--- src/rtl/booth_pkg.sv ---
package booth_pkg;
  typedef enum logic [1:0] {OP_SHIFT = 2'd0, OP_ADD = 2'd1, OP_SUB = 2'd2} booth_op_e;
  typedef enum logic {ST_IDLE = 1'b0, ST_RUN = 1'b1} booth_st_e;
endpackage

--- src/rtl/booth_recoder.sv ---
module booth_recoder
  import booth_pkg::*;
(
  input  logic [1:0] pair_i,  // {q[0], q_m1}
  output booth_op_e  op_o
);
  always_comb begin
    unique case (pair_i)
      2'b01:   op_o = OP_ADD;
      2'b10:   op_o = OP_SUB;
      default: op_o = OP_SHIFT;
    endcase
  end
endmodule

--- src/rtl/booth_datapath.sv ---
module booth_datapath
  import booth_pkg::*;
#(
  parameter int unsigned W = 8
) (
  input  logic           clk_i,
  input  logic           rst_ni,
  input  logic           load_i,
  input  logic           run_i,
  input  logic [W-1:0]   mcand_i,
  input  logic [W-1:0]   mplier_i,
  input  booth_op_e      op_i,
  output logic [1:0]     pair_o,
  output logic [2*W-1:0] product_o
);
  localparam int unsigned XW = W + 1;

  logic [W-1:0]  ac_q, q_q, mc_q;
  logic          qm1_q;
  logic [XW-1:0] ac_x, mc_x, sum;

  assign ac_x = {ac_q[W-1], ac_q};
  assign mc_x = {mc_q[W-1], mc_q};

  // extra bit keeps the true sign when subtracting the most negative value
  always_comb begin
    unique case (op_i)
      OP_ADD:  sum = ac_x + mc_x;
      OP_SUB:  sum = ac_x + (~mc_x) + XW'(1);
      default: sum = ac_x;
    endcase
  end

  always_ff @(posedge clk_i or negedge rst_ni) begin
    if (!rst_ni) begin
      ac_q  <= '0;
      q_q   <= '0;
      mc_q  <= '0;
      qm1_q <= 1'b0;
    end else if (load_i) begin
      ac_q  <= '0;
      q_q   <= mplier_i;
      mc_q  <= mcand_i;
      qm1_q <= 1'b0;
    end else if (run_i) begin
      ac_q  <= sum[XW-1:1];
      q_q   <= {sum[0], q_q[W-1:1]};
      qm1_q <= q_q[0];
    end
  end

  assign pair_o    = {q_q[0], qm1_q};
  assign product_o = {ac_q, q_q};


  shift_sext_chk: assert property (@(posedge clk_i) disable iff (!rst_ni)
    (run_i && !load_i && op_i == OP_SHIFT) |=>
      ac_q == {$past(ac_q[W-1]), $past(ac_q[W-1:1])});


  mcand_frozen_chk: assert property (@(posedge clk_i) disable iff (!rst_ni)
    (run_i && !load_i) |=> $stable(mc_q));


  product_hold_chk: assert property (@(posedge clk_i) disable iff (!rst_ni)
    (!run_i && !load_i) |=> $stable(product_o));
endmodule

--- src/rtl/booth_ctrl.sv ---
module booth_ctrl
  import booth_pkg::*;
#(
  parameter int unsigned W = 8
) (
  input  logic clk_i,
  input  logic rst_ni,
  input  logic start_i,
  output logic load_o,
  output logic run_o,
  output logic done_o
);
  localparam int unsigned CW = $clog2(W + 1);

  booth_st_e     st_q;
  logic [CW-1:0] cnt_q;
  logic          done_q;

  assign load_o = start_i && (st_q == ST_IDLE);
  assign run_o  = (st_q == ST_RUN);
  assign done_o = done_q;

  always_ff @(posedge clk_i or negedge rst_ni) begin
    if (!rst_ni) begin
      st_q   <= ST_IDLE;
      cnt_q  <= '0;
      done_q <= 1'b0;
    end else begin
      done_q <= 1'b0;
      if (load_o) begin
        st_q  <= ST_RUN;
        cnt_q <= CW'(W);
      end else if (run_o) begin
        cnt_q <= cnt_q - CW'(1);
        if (cnt_q == CW'(1)) begin
          st_q   <= ST_IDLE;
          done_q <= 1'b1;
        end
      end
    end
  end


  done_pulse_chk: assert property (@(posedge clk_i) disable iff (!rst_ni)
    done_o |=> !done_o);


  done_align_chk: assert property (@(posedge clk_i) disable iff (!rst_ni)
    done_o |-> $fell(run_o));


  busy_no_restart_chk: assert property (@(posedge clk_i) disable iff (!rst_ni)
    (run_o && start_i && cnt_q > CW'(1)) |=> (cnt_q == $past(cnt_q) - CW'(1)));
endmodule

--- src/rtl/booth_seq_mult.sv ---
module booth_seq_mult
  import booth_pkg::*;
#(
  parameter int unsigned W = 8
) (
  input  logic           clk_i,
  input  logic           rst_ni,
  input  logic           start_i,
  input  logic [W-1:0]   mcand_i,
  input  logic [W-1:0]   mplier_i,
  output logic           busy_o,
  output logic           done_o,
  output logic [2*W-1:0] product_o
);
  logic      load, run;
  logic [1:0] pair;
  booth_op_e op;

  booth_ctrl #(.W(W)) u_ctrl (
    .clk_i  (clk_i),
    .rst_ni (rst_ni),
    .start_i(start_i),
    .load_o (load),
    .run_o  (run),
    .done_o (done_o)
  );

  booth_recoder u_rec (
    .pair_i(pair),
    .op_o  (op)
  );

  booth_datapath #(.W(W)) u_dp (
    .clk_i    (clk_i),
    .rst_ni   (rst_ni),
    .load_i   (load),
    .run_i    (run),
    .mcand_i  (mcand_i),
    .mplier_i (mplier_i),
    .op_i     (op),
    .pair_o   (pair),
    .product_o(product_o)
  );

  assign busy_o = run;
endmodule

--- config.mk ---
export PLATFORM = sky130hd
export DESIGN_NAME = booth_seq_mult
export DESIGN_NICKNAME = d
export VERILOG_FILES = /design/src/rtl/booth_pkg.sv /design/src/rtl/booth_recoder.sv /design/src/rtl/booth_datapath.sv /design/src/rtl/booth_ctrl.sv /design/src/rtl/booth_seq_mult.sv
export SDC_FILE = /design/constraint.sdc
export NUM_CORES = 1
export LEC_CHECK = 0
export BUFFER_PORTS_ARGS = -buffer_cell sky130_fd_sc_hd__clkbuf_2
export CAP_MARGIN = 0
export CORE_ASPECT_RATIO = 1.2
export CORE_UTILIZATION = 50
export CTS_CLUSTER_DIAMETER = 60
export DETAILED_ROUTE_END_ITERATION = 16
export PLACE_DENSITY = 0.7
export SLEW_MARGIN = 20
export SYNTH_ARGS = -nofsm -noshare
export SYNTH_HDL_FRONTEND = slang
export SYNTH_SLANG_ARGS = --single-unit
export TNS_END_PERCENT = 30
--- constraint.sdc ---
create_clock -name clk_i -period 2.1 [get_ports clk_i]
set_input_delay 0.315 -clock clk_i [delete_from_list [all_inputs] [get_ports clk_i]]
set_output_delay 0.315 -clock clk_i [all_outputs]
set_load 0.005 [all_outputs]
==> impl_summary.txt, run 1 <==
----------------------------------------------------
[Yosys]
  Avg Cell Area, Syn ... 9.018 sq um
  Number of synthesized flops with an enable pin ... 0
  Post-synth net total ... 301
  Netlist Area Pre-Place ... 2345 sq um
  Ys Warns ... 0
  Number of different library cells in the post-synthesis netlist ... 61
  Area share of the largest cell type after synthesis ... 0.3308
  Gate count after technology mapping ... 260
  Post-synthesis async set-or-reset flop share ... 1.000
  Cell types with the largest area share after synthesis ... dfrtp_1 (33%), ha_1 (11%), o21ai_0 (4.9%), nand2_1 (4.5%), mux2i_1 (4.3%)
  Proportion of synthesized chip area in sequential cells ... 0.3308
  Synth cell count leaders ... dfrtp_1 (31), nand2_1 (28), o21ai_0 (23), ha_1 (20), inv_1 (17)
  FF+latch count, synth ... 31
  Post-synth top area cell ... dfrtp_1
  Dominant synthesized flop cell ... dfrtp_1
  Most frequent cell after synthesis ... dfrtp_1

[Setup path]
  Worst Path Max Fanout ... 7
  Endpoint of the worst register-to-register path ... u_dp.ac_q[6]$_DFFE_PN0P_
  Startpoint of the worst setup timing path ... u_dp.ac_q[1]$_DFFE_PN0P_
  Crit. End Element ... flip-flop
  Cell count of the worst reg-to-reg path ... 6
  Critical-path cell list ... ha_1, nand2b_1, a221oi_2, a211o_1, mux2_1, o221ai_1
  Reg-to-reg startpoint ... u_dp.ac_q[1]$_DFFE_PN0P_
  R2r setup slk ... 90 ps
  Largest incremental delay on the critical path ... 470 ps
  Highest-delay cell along the critical path ... dfrtp_2
  Worst Setup Start Kind ... flip-flop
  Arrival time reported for the critical path endpoint ... 2220 ps
  Endpoint required time on the critical path ... 2310 ps
  Worst setup path category ... flip-flop to flip-flop

[Worst hold path]
  Type of the tightest min-delay check ... input pin to async pin

[Timing]
  Total setup violations reported at the end of the flow ... 0
  Final Max Slew Viols ... 0
  Hold Fails Final Rpt ... 0
  Worst slew margin ... 0.4661
  Worst clock skew ... 9.243 ps
  Setup repair after global routing missed its margin ... true
  Shortest period the worst path allows ... 2009 ps
  Slew at the pin with the worst max-slew slack ... 800.8 ps
  Share of the clock period used by the worst path after layout ... 0.9565
  Maximum operating frequency ... 497.9 MHz
  Final critical-path setup slack ... 91.37 ps

[CTS]
  Number of hold buffers added after cts ... 0
  Post CTS Setup Buffer Count ... 0
  TritonCTS clock tree ... yes
  Worst-skew pair later-pin latency ... 290 ps
  Maximum clock insertion buffer count ... 2
  Clock transition at path regs ... 80 ps
  Total clock sinks ... 31
  Clock tree root driver cell ... clkbuf_8
  TritonCTS buffer count ... 5
  Post-cts repair resize count ... 0
  CTS H-tree lvls ... 2

[Place]
  Final weighted congestion in routability-driven placement ... 0.9221
  Worst slack after detailed placement ... 67.59 ps
  Post-detailed-placement half-perimeter wirelength ... 4051 microns
  PortBufs ... 36
  Number of cells in the design after placement ... 349

[GRT]
  Wire length of the first global-routing pass ... 9252 microns
  Vias in the first global route ... 1,925
  GR Overflow Total ... 0
  Global-route usage over all layers ... 0.2463
  Antenna violations before repair ... 0
  Pin count of the biggest net entering global routing ... 32

[Power and ir drop]
  Switch share ... 0.4578
  Switching power summed over all nets ... 0.002152 W
  Power Density ... 1759 nW/um^2
  Clock Power Share ... 0.116
  Internal Pwr Total ... 0.002550 W
  Reported leakage power ... 1.267 nW
  Part of the power in registers ... 0.242
  Pwr Total ... 0.004702 W
  Comb power frac ... 0.642
  Max IR drop VDD ... 0.9053 mV

[Run]
  Number of max-cap violations ... 0

[Die]
  Core Area ... 4392 sq um
  Overall die height ... 77.02 microns
  Row count ... 26
  Starting density of the core ... 0.5339
  Chip width ... 64.52 microns
  I/O pin count ... 37
  Area enclosed by the die boundary ... 4969 sq um

[Detailed routing]
  Number of detailed-routing iterations run before antenna repair ... 4
  Via count normalized by instance count ... 5.641
  DR WL/cell ... 15.12 microns
  Initial DRC Count ... 112
  DRC errors left ... 0
  Via count ... 2,014
  Wire length after detailed routing ... 5398 microns
  Antenna-violating nets left ... 0

[Finish]
  Final cell count without fillers ... 357
  Number of nets in the layout ... 341
  Diode count ... 0
  Ratio of cells with drive above 1 in the final layout ... 0.2292
  Filler cells ... 411
  Layout overhead on the synthesized area ... 14.03%

[Outcome]
  Run status ... complete, no violations

----------------------------------------------------
## layer usage
layer,global-route usage,wire length (microns),vias to the layer above
li1,-,-,998
met2,0.4053,2713,43
met3,0.03423,152,6
met5,0,0,-
met4,0.1178,76,0
met1,0.3137,2454,967
## cell usage in the layout (no fill, tap or decap), types with 2 or more instances in the layout
cell      synthesis  layout
inv_2             1       2
a211oi_1          3       3
nand2_1          28      28
o21ai_0          23      22
buf_4             2      12
o31ai_1           2       2
a221oi_2          2       2
nor2b_1           7       7
inv_1            17      16
ha_1             20      20
dfrtp_1          31      30
nor2_1           13      13
nand2b_1          4       4
nor3_1            8       8
a32oi_1           3       3
nand3_1           3       3
mux2i_1          10      10
o22ai_1           4       4
o21ai_1           5       6
clkbuf_2          0      36
o21a_1            4       4
a21oi_1          13      13
clkbuf_8          2       7
xor2_1            2       2
or2_0             2       2
xnor2_1           4       4
a21o_1            3       3
fa_1              2       2
## worst max-delay path: cells and delay by family (launching register included)
family,cells,cell delay [ps]
fa+ha+maj,1,320
mux,1,310
compound gates,3,670
simple gates,1,180
flops,1,470
## layout make-up
class,instances,area [sq um],share of cell area
Inverter,18,67.56,0.02527
Tap cell,56,70.07,0.02621
Timing Repair Buffer,48,270.3,0.1011
Clock buffer,7,96.34,0.03603
Clock inverter,1,7.507,0.002808
Multi-Input combinational cell,196,1385,0.5180
Sequential cell,31,777.0,0.2906
## cells by family after synthesis
family	share of synthesized area
adder cells (fa/ha/maj)	0.1238
multiplexers	0.05230
AO/OA/AOI/OAI	0.2113
buffers and inverters	0.07897
AND/OR/NAND/NOR	0.1804
XOR/XNOR	0.02241
flip-flops	0.3308
## flip-flops by register name, summed over array words and instances (netlist names)
signal,count
u_dp.qm1_q,1
u_ctrl.done_o,1
u_dp.q_q,8
u_ctrl.cnt_q,4
u_ctrl.run_o,1
u_dp.ac_q,8
u_dp.mc_q,8
## metrics by stage
step                utilization  area (sq um)  TNS (ps)  hold WS [ps]
floorplan                     -          2345         0         19.41
global placement         0.5846          2567         0         429.5
detailed placement       0.5846          2567         0         449.3
CTS                      0.6083          2671         0         130.7
global route             0.6088          2674    -28.18         149.9
finish                   0.6088          2674         0         101.0
## power groups by stage
stage,Combinational (W),Sequential (W),Clock (W)
after detailed placement,0.00299,0.00114,0
final,0.00302,0.00114,0.000544
after global placement,0.00297,0.00113,0
after global routing,0.00338,0.00119,0.000580
after floorplan,0.00237,0.00110,0
after CTS,0.00301,0.00113,0.000559
## how the worst max path moves through the flow
stage	end	slack [ps]	cells past startpoint
2_1_floorplan	u_dp.ac_q[6]$_DFFE_PN0P_	180	6
3_3_place_gp	u_dp.ac_q[5]$_DFFE_PN0P_	90	7
3_5_place_dp	u_dp.ac_q[6]$_DFFE_PN0P_	70	6
4_1_cts	u_dp.ac_q[6]$_DFFE_PN0P_	60	6
5_1_grt	u_dp.ac_q[6]$_DFFE_PN0P_	-20	7
6_report	u_dp.ac_q[6]$_DFFE_PN0P_	90	6
No activity file was read; power rests on OpenSTA's default activity.
==> run 2: changes to the inputs <==
--- a/config.mk
+++ b/config.mk
@@ -15,5 +15,6 @@
 export SLEW_MARGIN = 20
 export SYNTH_ARGS = -nofsm -noshare
 export SYNTH_HDL_FRONTEND = slang
+export SYNTH_HIERARCHICAL = 1
 export SYNTH_SLANG_ARGS = --single-unit
 export TNS_END_PERCENT = 30
==> impl_summary.txt, run 2 <==
----------------------------------------------------
[Outcome]
  Run status ... complete, no violations

[Place]
  PortBufs ... 36 (unchanged)
  Post-detailed-placement half-perimeter wirelength ... 3889 microns (-4.0%)
  Instance area after placement ... 2665 sq um (+3.8%)
  Number of cells in the design after placement ... 357 (+2.3%)
  Final weighted congestion in routability-driven placement ... 0.8787 (-4.7%)
  Worst slack after detailed placement ... -23.59 ps (-91.17 ps)

[Yosys]
  Simple logic cell fraction of the synthesized area ... 0.1708 (-0.009605)
  Gate count after technology mapping ... 255 (-1.9%)
  Ys Warns ... 6 (+6)
  Adder-cell share of the synthesized area ... 0.1266 (+0.002769)
  Cell types with the largest area share after synthesis ... dfrtp_1 (34%), ha_1 (11%), mux2i_1 (5.7%), o21ai_0 (5.2%), nand2_1 (4.3%)
  Dominant synthesized flop cell ... dfrtp_1
  Area share of the largest cell type after synthesis ... 0.3382 (+0.007400)
  Netlist Area Pre-Place ... 2293 sq um (-2.2%)
  Post-synth net total ... 296 (-1.7%)
  Post-synth top area cell ... dfrtp_1
  Avg Cell Area, Syn ... 8.994 sq um (-0.27%)
  Xor/xnor share of the synthesized area ... 0.007638 (-0.01477)
  Largest family of logic cells by synthesized area ... compound AO/OA/AOI/OAI gates
  Most frequent cell after synthesis ... dfrtp_1
  FF+latch count, synth ... 31 (unchanged)
  Proportion of synthesized chip area in sequential cells ... 0.3382 (+0.007400)
  Number of synthesized flops with an enable pin ... 0 (unchanged)
  Fraction of synthesized area in multiplexers ... 0.06656 (+0.01426)
  Compound-Gate Fraction of Synth Area ... 0.2084 (-0.002911)
  Post-synthesis async set-or-reset flop share ... 1.000 (unchanged)
  Number of different library cells in the post-synthesis netlist ... 59 (-3.3%)
  Synth cell count leaders ... dfrtp_1 (31), nand2_1 (26), o21ai_0 (24), inv_1 (23), ha_1 (20)

[Finish]
  Most common cell after layout, fill and taps aside ... clkbuf_2
  Number of nets in the layout ... 350 (+2.6%)
  Commonest non-fill, non-tap cells in the layout ... clkbuf_2 (36), dfrtp_1 (31), buf_4 (29), nand2_1 (26), o21ai_0 (23)
  Ratio of cells with drive above 1 in the final layout ... 0.3065 (+0.07722)
  Leading registers by flop count ... u_dp/ac_q: 8 flops, u_dp/mc_q: 8 flops, u_dp/q_q: 8 flops
  Diode count ... 0 (unchanged)
  Post-route cell area ... 2824 sq um (+5.6%)
  Final cell count without fillers ... 366 (+2.5%)
  Layout overhead on the synthesized area ... 23.13%

[Detailed routing]
  Via count ... 2,054 (+2.0%)
  Initial DRC Count ... 166 (+48%)
  Wire length after detailed routing ... 5380 microns (-0.33%)
  DRC errors left ... 0 (unchanged)
  DR WL/cell ... 14.70 microns (-2.8%)
  Number of detailed-routing iterations run before antenna repair ... 4 (unchanged)
  Antenna-violating nets left ... 0 (unchanged)
  Via count normalized by instance count ... 5.612 (-0.52%)

[CTS]
  Worst-skew pair later-pin latency ... 290 ps (about the same)
  Maximum clock insertion buffer count ... 2 (unchanged)
  TritonCTS clock tree ... yes
  Total clock sinks ... 31 (unchanged)
  Number of hold buffers added after cts ... 0 (unchanged)
  Clock transition at path regs ... 70 ps (about the same)
  Clock tree root driver cell ... clkbuf_8
  TritonCTS buffer count ... 5 (unchanged)
  CTS H-tree lvls ... 2 (unchanged)

[Power and ir drop]
  Reported leakage power ... 1.401 nW (+11%)
  Max IR drop VDD ... 1.249 mV (+38%)
  Power Density ... 1594 nW/um^2 (-9.4%)
  Pwr Total ... 0.004500 W (-4.3%)

[Setup path]
  R2r setup slk ... 10 ps (-80 ps)
  Largest incremental delay on the critical path ... 390 ps (-80 ps)
  Critical path buffers and inverters ... 2 (+2)
  Critical-path cell list ... inv_1, ha_2, inv_2, fa_2, a21o_1, a21oi_1, mux2i_1, a311oi_1, o21ai_0
  Top Family by Delay on Critical Path ... compound AO/OA/AOI/OAI gates
  Reg-to-reg startpoint ... u_dp/ac_q[0]$_DFFE_PN0P_
  Endpoint of the worst register-to-register path ... u_dp/ac_q[3]$_DFFE_PN0P_
  Cell count of the worst reg-to-reg path ... 9 (+3)
  Endpoint required time on the critical path ... 2260 ps (-50 ps)
  Worst Setup Start Kind ... flip-flop
  Highest-delay cell along the critical path ... dfrtp_1
  Arrival time reported for the critical path endpoint ... 2240 ps (+20 ps)
  Worst setup path category ... flip-flop to flip-flop
  Worst Path Max Fanout ... 3 (-4)
  Crit. End Element ... flip-flop

[Timing]
  Total setup violations reported at the end of the flow ... 0 (unchanged)
  Maximum operating frequency ... 479.0 MHz (-3.8%)
  Slew at the pin with the worst max-slew slack ... 803.3 ps (+2.431 ps)
  Setup repair after global routing missed its margin ... true
  Shortest period the worst path allows ... 2088 ps (+78.91 ps)
  Final critical-path setup slack ... 12.46 ps (-78.91 ps)
  Share of the clock period used by the worst path after layout ... 0.9941 (+0.03757)
  Final Max Slew Viols ... 0 (unchanged)
  Worst clock skew ... 2.853 ps (-6.390 ps)
  Worst slew margin ... 0.4645 (-0.001620)
  Hold Fails Final Rpt ... 0 (unchanged)

[Worst hold path]
  Type of the tightest min-delay check ... input pin to async pin

[GRT]
  Antenna violations before repair ... 0 (unchanged)
  Global-route usage over all layers ... 0.2367 (-0.009678)
  GR Overflow Total ... 0 (unchanged)
  Wire length of the first global-routing pass ... 8990 microns (-2.8%)
  Pin count of the biggest net entering global routing ... 32 (unchanged)
  Vias in the first global route ... 1,936 (+0.57%)

[Die]
  I/O pin count ... 37 (unchanged)
  Starting density of the core ... 0.5301 (-0.003828)
  Core Area ... 4327 sq um (-1.5%)
  Area enclosed by the die boundary ... 4863 sq um (-2.1%)
  Chip width ... 63.83 microns (-1.1%)
  Row count ... 26 (unchanged)
  Overall die height ... 76.19 microns (-1.1%)

[Run]
  Number of max-cap violations ... 0 (unchanged)

----------------------------------------------------
run 2: changes by cell type after synthesis, sizes merged, moves of 4 or more:
| cell | previous run | this run |
|---|---|---|
| a21oi | 13 | 9 |
| a31oi | 1 | 6 |
| inv | 18 | 25 |
| nand3 | 3 | 7 |
| nor3 | 8 | 2 |
| o21a | 4 | 0 |
| o22ai | 4 | 0 |
| or2 | 4 | 0 |
run 2: cell families after synthesis:
kind of cell               after synthesis
AOI/OAI and AO/OA                       70
xor gates and xnor gates                 2
adders and majority gates               22
buffers and inverters                   43
DFF                                     31
muxes                                   15
and+or+nand+nor                         72
run 2: stage by stage:
step,utilization,hold WS [ps],TNS (ps)
after global placement,0.6160,436.2,-6.449
final,0.6527,105.0,0
after CTS,0.6417,138.8,-4.638
after floorplan,-,19.41,0
after global routing,0.6527,156.1,-352.1
after detailed placement,0.6160,442.9,-35.34
run 2: final cells by class:
cell class,instances,area [sq um]
fillers,360,1503
multi-input cells,181,1401
flip-flops and latches,31,775.7
repair buffers,65,397.9
inverters,25,93.84
clock buffers,6,72.57
well taps,56,70.07
clock inverters,2,12.51
run 2: worst max path at each step:
stage	start	endpoint	slack [ps]	cells past startpoint
floorplan	u_dp/ac_q[0]$_DFFE_PN0P_	u_dp/ac_q[5]$_DFFE_PN0P_	50	7
global placement	u_dp/ac_q[0]$_DFFE_PN0P_	u_dp/ac_q[5]$_DFFE_PN0P_	-6	7
detailed placement	u_dp/ac_q[0]$_DFFE_PN0P_	u_dp/ac_q[7]$_DFFE_PN0P_	-20	9
CTS	u_dp/ac_q[0]$_DFFE_PN0P_	u_dp/ac_q[7]$_DFFE_PN0P_	-5	9
global route	u_dp/mc_q[2]$_DFFE_PN0P_	u_dp/ac_q[6]$_DFFE_PN0P_	-130	7
finish	u_dp/ac_q[0]$_DFFE_PN0P_	u_dp/ac_q[3]$_DFFE_PN0P_	10	9
run 2: timing repair:
action | CTS | global route
endpoints found under the hold margin | 0 | 0
resized for setup | 4 | 11
setup buffers | 1 | 0
setup endpoints to repair | 2 | 6
pin swaps | 5 | 2
run 2: routing by layer:
layer / GRT usage / vias to the layer above / share of wire
li1: - / 1005 / -
met1: 0.3185 / 959 / 0.45
met2: 0.3883 / 78 / 0.47
met3: 0.03293 / 12 / 0.058
met4: 0.07727 / 0 / 0.018
met5: 0 / - / 0
run 2: power breakdown:
part,leakage (nW),switching (W),internal [W]
clock,0.0412,0.000237,0.000231
combinational,0.972,0.00156,0.00140
sequential,0.389,0.000201,0.000865
